==> src/rtl/acc_alu_pkg.sv <==
`timescale 1ns/1ps
package acc_alu_pkg;
  localparam int ALU_W    = 8;
  localparam int OP_W     = 4;

  typedef enum logic [OP_W-1:0] {
    OP_ADD  = 4'd0,
    OP_ADDC = 4'd1,
    OP_SUBB = 4'd2,
    OP_AND  = 4'd3,
    OP_OR   = 4'd4,
    OP_XOR  = 4'd5,
    OP_CLR  = 4'd6,
    OP_CPL  = 4'd7,
    OP_INC  = 4'd8,
    OP_DEC  = 4'd9,
    OP_RL   = 4'd10,
    OP_RLC  = 4'd11,
    OP_RR   = 4'd12,
    OP_RRC  = 4'd13,
    OP_SWAP = 4'd14,
    OP_DA   = 4'd15
  } alu_op_e;

  // result-source select used by the top-level mux
  typedef enum logic [1:0] {
    SRC_ARITH = 2'd0,
    SRC_BITS  = 2'd1,
    SRC_DECA  = 2'd2
  } res_src_e;

  typedef struct packed {
    res_src_e src;
    logic     cy_we;
    logic     ac_we;
    logic     ov_we;
    logic     cy_from_rot;
  } flag_ctl_t;

  // true when a nibble value is not a decimal digit
  function automatic logic nib_over9(input logic [3:0] n);
    return n > 4'd9;
  endfunction

  // true for operations whose flags must stay untouched
  function automatic logic op_keeps_flags(input alu_op_e op);
    return !(op inside {OP_ADD, OP_ADDC, OP_SUBB, OP_RLC, OP_RRC, OP_DA});
  endfunction
endpackage

==> src/rtl/acc_alu_addsub.sv <==
`timescale 1ns/1ps
module acc_alu_addsub #(
  parameter int W = 8
) (
  input  logic [W-1:0] a,
  input  logic [W-1:0] b,
  input  logic         carry_flag,
  input  logic         use_carry,
  input  logic         is_sub,
  output logic [W-1:0] sum,
  output logic         cy,
  output logic         ac,
  output logic         ov
);
  localparam int H = W / 2;

  logic [W-1:0] b_eff;
  logic         ci_raw;
  logic         ci;
  logic         c_half;   // carry out of the low nibble
  logic         c_into_msb;
  logic         c_out;

  // carry out of the low n bits of a + b + c
  function automatic logic low_carry(input logic [W-1:0] x, input logic [W-1:0] y,
                                     input logic c, input int n);
    logic [W:0] acc;
    acc = '0;
    for (int i = 0; i < W; i++) begin
      if (i < n) acc[i] = x[i] ^ y[i] ^ (i == 0 ? c : acc[W]);
      if (i < n) acc[W] = (x[i] & y[i]) | (x[i] & (i == 0 ? c : acc[W])) |
                          (y[i] & (i == 0 ? c : acc[W]));
    end
    return acc[W];
  endfunction

  function automatic logic [W:0] wide_add(input logic [W-1:0] x, input logic [W-1:0] y,
                                          input logic c);
    return {1'b0, x} + {1'b0, y} + {{W{1'b0}}, c};
  endfunction

  always_comb begin
    ci_raw     = use_carry & carry_flag;
    b_eff      = is_sub ? ~b : b;
    ci         = ci_raw ^ is_sub;
    {c_out, sum} = wide_add(a, b_eff, ci);
    c_half     = low_carry(a, b_eff, ci, H);
    c_into_msb = low_carry(a, b_eff, ci, W - 1);
    cy         = c_out ^ is_sub;
    ac         = c_half ^ is_sub;
    ov         = c_into_msb ^ c_out;
  end

  always_comb begin

    ov_sign_chk: assert (!ov || ((a[W-1] == (b[W-1] ^ is_sub)) && (sum[W-1] != a[W-1])))
      else $error("overflow flagged without sign violation");

    borrow_cmp_chk: assert (!is_sub || (cy == ({1'b0, a} < ({1'b0, b} + {{W{1'b0}}, ci_raw}))))
      else $error("borrow disagrees with unsigned compare");
  end
endmodule

==> src/rtl/acc_alu_bitops.sv <==
`timescale 1ns/1ps
module acc_alu_bitops
  import acc_alu_pkg::*;
#(
  parameter int W = 8
) (
  input  alu_op_e      op,
  input  logic [W-1:0] a,
  input  logic [W-1:0] b,
  input  logic         carry_flag,
  output logic [W-1:0] res,
  output logic         cy_rot
);
  localparam int H = W / 2;

  logic [W-1:0] rot_l, rot_r, rot_lc, rot_rc, swapped;

  // each rotated vector built bit by bit
  for (genvar g = 0; g < W; g++) begin : g_rot
    if (g == 0) begin : g_lsb
      assign rot_l[g]  = a[W-1];
      assign rot_lc[g] = carry_flag;
    end else begin : g_lo
      assign rot_l[g]  = a[g-1];
      assign rot_lc[g] = a[g-1];
    end
    if (g == W - 1) begin : g_msb
      assign rot_r[g]  = a[0];
      assign rot_rc[g] = carry_flag;
    end else begin : g_hi
      assign rot_r[g]  = a[g+1];
      assign rot_rc[g] = a[g+1];
    end
  end

  assign swapped = {a[H-1:0], a[W-1:H]};

  always_comb begin
    cy_rot = carry_flag;
    unique case (op)
      OP_AND:  res = a & b;
      OP_OR:   res = a | b;
      OP_XOR:  res = a ^ b;
      OP_CLR:  res = '0;
      OP_CPL:  res = ~a;
      OP_INC:  res = a + {{(W-1){1'b0}}, 1'b1};
      OP_DEC:  res = a - {{(W-1){1'b0}}, 1'b1};
      OP_RL:   res = rot_l;
      OP_RR:   res = rot_r;
      OP_RLC:  begin res = rot_lc; cy_rot = a[W-1]; end
      OP_RRC:  begin res = rot_rc; cy_rot = a[0];   end
      OP_SWAP: res = swapped;
      default: res = a;
    endcase
  end

  always_comb begin

    rot_thru_ones_chk: assert (!(op inside {OP_RLC, OP_RRC}) ||
                               ($countones({cy_rot, res}) == $countones({carry_flag, a})))
      else $error("rotate through carry lost or gained a bit");

    rot_plain_ones_chk: assert (!(op inside {OP_RL, OP_RR, OP_SWAP}) ||
                                ($countones(res) == $countones(a)))
      else $error("plain rotate or swap changed bit count");
  end
endmodule

==> src/rtl/acc_alu_decadj.sv <==
`timescale 1ns/1ps
module acc_alu_decadj
  import acc_alu_pkg::*;
#(
  parameter int W = 8
) (
  input  logic [W-1:0] a,
  input  logic         cy_in,
  input  logic         ac_in,
  output logic [W-1:0] res,
  output logic         cy
);
  localparam int H = W / 2;
  localparam logic [W:0]   LO_FIX = (W+1)'(6);
  localparam logic [W-1:0] HI_FIX = W'(6 << H);

  logic [W:0]   step1;
  logic         cy_step1;
  logic         fix_lo;
  logic         fix_hi;

  always_comb begin
    fix_lo   = nib_over9(a[3:0]) | ac_in;
    step1    = {1'b0, a} + (fix_lo ? LO_FIX : '0);
    cy_step1 = cy_in | step1[W];
    fix_hi   = nib_over9(step1[W-1:W-4]) | cy_step1;
    res      = step1[W-1:0] + (fix_hi ? HI_FIX : '0);
    cy       = cy_step1 | fix_hi;
  end

  always_comb begin

    da_sticky_chk: assert (!cy_in || cy)
      else $error("decimal adjust cleared carry");

    da_valid_bcd_chk: assert (cy_in || ac_in || nib_over9(a[3:0]) || nib_over9(a[W-1:W-4]) ||
                              ((res == a) && !cy))
      else $error("decimal adjust altered a valid BCD byte");
  end
endmodule

==> src/rtl/acc_alu.sv <==
`timescale 1ns/1ps
module acc_alu
  import acc_alu_pkg::*;
(
  input  logic [3:0] op_sel,
  input  logic [7:0] acc_in,
  input  logic [7:0] opnd_in,
  input  logic       cy_in,
  input  logic       ac_in,
  input  logic       ov_in,
  output logic [7:0] result,
  output logic       cy_out,
  output logic       ac_out,
  output logic       ov_out,
  output logic       cy_we,
  output logic       ac_we,
  output logic       ov_we
);
  localparam int W = ALU_W;

  alu_op_e    op;
  flag_ctl_t  ctl;

  logic [W-1:0] arith_sum, bits_res, deca_res;
  logic         arith_cy, arith_ac, arith_ov;
  logic         bits_cy, deca_cy;
  logic         use_carry, is_sub;

  assign op        = alu_op_e'(op_sel);
  assign use_carry = (op == OP_ADDC) || (op == OP_SUBB);
  assign is_sub    = (op == OP_SUBB);

  acc_alu_addsub #(.W(W)) u_addsub (
    .a(acc_in), .b(opnd_in), .carry_flag(cy_in), .use_carry(use_carry),
    .is_sub(is_sub), .sum(arith_sum), .cy(arith_cy), .ac(arith_ac), .ov(arith_ov)
  );

  acc_alu_bitops #(.W(W)) u_bitops (
    .op(op), .a(acc_in), .b(opnd_in), .carry_flag(cy_in),
    .res(bits_res), .cy_rot(bits_cy)
  );

  acc_alu_decadj #(.W(W)) u_decadj (
    .a(acc_in), .cy_in(cy_in), .ac_in(ac_in), .res(deca_res), .cy(deca_cy)
  );

  // decode: result source and flag enables
  always_comb begin
    ctl = '{src: SRC_BITS, cy_we: 1'b0, ac_we: 1'b0, ov_we: 1'b0, cy_from_rot: 1'b0};
    unique case (op)
      OP_ADD, OP_ADDC, OP_SUBB: begin
        ctl.src   = SRC_ARITH;
        ctl.cy_we = 1'b1;
        ctl.ac_we = 1'b1;
        ctl.ov_we = 1'b1;
      end
      OP_RLC, OP_RRC: begin
        ctl.cy_we       = 1'b1;
        ctl.cy_from_rot = 1'b1;
      end
      OP_DA: begin
        ctl.src   = SRC_DECA;
        ctl.cy_we = 1'b1;
      end
      default: ;
    endcase
  end

  always_comb begin
    result = bits_res;
    cy_out = cy_in;
    ac_out = ac_in;
    ov_out = ov_in;
    unique case (ctl.src)
      SRC_ARITH: begin
        result = arith_sum;
        cy_out = arith_cy;
        ac_out = arith_ac;
        ov_out = arith_ov;
      end
      SRC_DECA: begin
        result = deca_res;
        cy_out = deca_cy;
      end
      default: if (ctl.cy_from_rot) cy_out = bits_cy;
    endcase
  end

  assign cy_we = ctl.cy_we;
  assign ac_we = ctl.ac_we;
  assign ov_we = ctl.ov_we;

  always_comb begin

    flag_hold_chk: assert (!op_keeps_flags(op) ||
                           (!cy_we && !ac_we && !ov_we &&
                            ({cy_out, ac_out, ov_out} == {cy_in, ac_in, ov_in})))
      else $error("flag-neutral operation disturbed flags");

    we_nesting_chk: assert (!ov_we || (ac_we && cy_we))
      else $error("overflow enable without carry enables");
  end
endmodule

==> config.mk <==
export PLATFORM = sky130hd
export DESIGN_NAME = acc_alu
export DESIGN_NICKNAME = d
export VERILOG_FILES = /design/src/rtl/acc_alu_pkg.sv /design/src/rtl/acc_alu_addsub.sv /design/src/rtl/acc_alu_bitops.sv /design/src/rtl/acc_alu_decadj.sv /design/src/rtl/acc_alu.sv
export SDC_FILE = /design/constraint.sdc
export NUM_CORES = 1
export LEC_CHECK = 0
export CORE_ASPECT_RATIO = 1.75
export CORE_MARGIN = 2
export CORE_UTILIZATION = 52
export DETAILED_ROUTE_END_ITERATION = 7
export GPL_TIMING_DRIVEN = 0
export PLACE_DENSITY_LB_ADDON = 0.2
export SYNTH_ARGS = -nofsm -noshare
export SYNTH_HDL_FRONTEND = slang
export SYNTH_SLANG_ARGS = --single-unit
==> constraint.sdc <==
create_clock -name vclk -period 4.86
set_input_delay 0.972 -clock vclk [all_inputs]
set_output_delay 0.972 -clock vclk [all_outputs]
set_load 0.03 [all_outputs]
==> impl_metrics.json <==
{
  "grt_pass1_wl_um": 12700,
  "pre_cts_slack_ps": -1760,
  "die_height_um": 90.2,
  "syn_area_um2": 2210,
  "gr-total-overflow": 0,
  "drt-total-wl_um": 8070,
  "hold_depth": 4,
  "leakagePower_uw": 0.00127,
  "fill_cells": 364,
  "p_per_area_nw_per_um2": 126,
  "core_um2": 4110,
  "place_area_um2": 2690,
  "crit_family": "compound AO/OA/AOI/OAI gates",
  "worstMarginPinSlew_ps": 577,
  "via_per_inst": 6.33,
  "peakVddDrop_mv": 0.107,
  "tns_ps": -467,
  "setup.worst_path.end_class": "primary output",
  "crit_end": "result[6]",
  "place_hpwl_um": 6300,
  "cts_hold_buf": 0,
  "crit_type": "primary input to primary output",
  "worst_hold_slack_ps": 2460,
  "io_pins": 37,
  "clockBufferCount": 0,
  "die_x_um": 53.3,
  "fin_nets": 425,
  "antenna_cells": 0,
  "startpoint_type": "primary input",
  "critPathMaxStageDelay_ps": 470,
  "postRouteAntennaNets": 0,
  "drt_pre_antenna_iters": 4,
  "finalSetupViolCount": 3,
  "crit_start": "acc_in[2]",
  "grt_usage_pct": 34.6,
  "gp_congestion": 0.978,
  "fmax_ghz": 0.197,
  "cp_slowest_cell": "fa_1",
  "hold_viol_final": 0,
  "drv_cap": 0,
  "crit_buf_inv": 4,
  "final_area_um2": 2920,
  "rsz0062_at_grt": "true",
  "crit_path_max_fanout": 11,
  "grt_antenna_before_repair": 0,
  "syn2layout_area_growth_pct": 32.1,
  "drc_errors": 0,
  "first_global_vias": 2609,
  "place.port_buffers": 35,
  "seqCellArea_um2": 0,
  "ys_types": 62,
  "final.period_utilization_pct": 104,
  "drive_gt1_share_pct": 22.0,
  "period_minus_slack_ps": 5080,
  "initial_utilization_pct": 53.7,
  "design.seq.count": 0,
  "worstPathArrival_ps": 4110,
  "seq_area_frac_synth_pct": 0,
  "fin_ws_ps": -218,
  "die_area_um2": 4800,
  "worstPathCellList": "buf_6 > o21ai_4 > nand2b_4 > ha_1 > nand2_2 > nand2_2 > nor4_4 > a311oi_2 > inv_1 > ha_2 > inv_2 > fa_1 > o22ai_1 > a22o_1 > a221oi_2 > o21ai_1 > a21o_2 > buf_6",
  "status": "finished with violations",
  "slew_violations": 0,
  "rows": 31,
  "via_count": 2606,
  "crit_cells": 18,
  "syn_nets": 377,
  "relSlewSlack_pct": 61.5,
  "synth_cells": 317,
  "layout_common_cells": "ha_1, nand2_1, nor2_1",
  "grt_max_degree": 29,
  "drt-initial-drc-count": 122,
  "wl_per_cell_um": 19.6,
  "yosys_warnings": 0,
  "cp.required_ps": 3890,
  "syn_avg_cell_area_um2": 6.96,
  "violations": "negative setup slack",
  "final_common_cell": "ha_1",
  "hp-class": "primary input to primary output",
  "multi_input_area_um2": 2150
}
## cell families after synthesis
group,share of synthesized area [%]
AOI/OAI and AO/OA,35.0
adders and majority gates,22.7
xor gates and xnor gates,10.3
muxes,2.32
and+or+nand+nor,20.2
buffers and inverters,9.41
## metrics by stage
step | instances | total power [uW] | util [%]
after floorplan | 317 | 225 | -
after global placement | 401 | 330 | 65.3
after detailed placement | 401 | 334 | 65.3
after CTS | 411 | 353 | 70.2
after global routing | 412 | 394 | 70.9
final | 412 | 366 | 70.9
## timing repair
action | in CTS | in global routing
setup buffers | 14 | 1
gates cloned | 0 | 0
setup endpoints to repair | 11 | 7
pin swaps | 20 | 13
resized for setup | 102 | 22
## power by group
part	leakage [uW]	total, uW	internal, uW	switching (uW)
sequential	0	0	0	0
combinational	0.00127	366	158	208
clock	0	0	0	0
## tightest hold or removal path: stages
cell	delay, ps
clkbuf_2	180
a31oi_1	140
o221ai_2	70
buf_6	130
## per-layer routing
layer	global-route usage, %	part of all wire (%)	up-vias	wire (um)
li1	-	-	1256	-
met1	38.8	36	1227	2910
met2	63.8	54	98	4370
met3	2.82	5.7	25	462
met4	11.8	4.1	0	327
met5	0	0	-	0
## cell usage after synthesis (7+ instances only)
cell | instances | area [um2]
nor3_1 | 8 | 40.0
clkbuf_1 | 7 | 26.3
o21ai_0 | 18 | 90.1
xnor2_1 | 18 | 158
xor2_1 | 8 | 70.1
a22oi_1 | 7 | 52.6
inv_1 | 24 | 90.1
buf_2 | 7 | 35.0
nand2_1 | 30 | 113
ha_1 | 32 | 400
nor2_1 | 25 | 93.8
a21oi_1 | 20 | 100
## layout make-up
type               count  share of cell area [%]
multi-input cells    269                    73.8
repair buffers        50                    15.7
well taps             49                    2.10
plain buffers         17                    4.93
inverters             27                    3.47
## worst min path at each step
stage | endpoint | slack, ps | start
detailed placement | result[0] | 2930 | op_sel[2]
floorplan | cy_out | 2150 | cy_in
global placement | result[0] | 2940 | op_sel[2]
global route | cy_out | 2470 | cy_in
finish | cy_out | 2460 | cy_in
CTS | ac_out | 2590 | ac_in
Power figures use the tool's default switching activity.
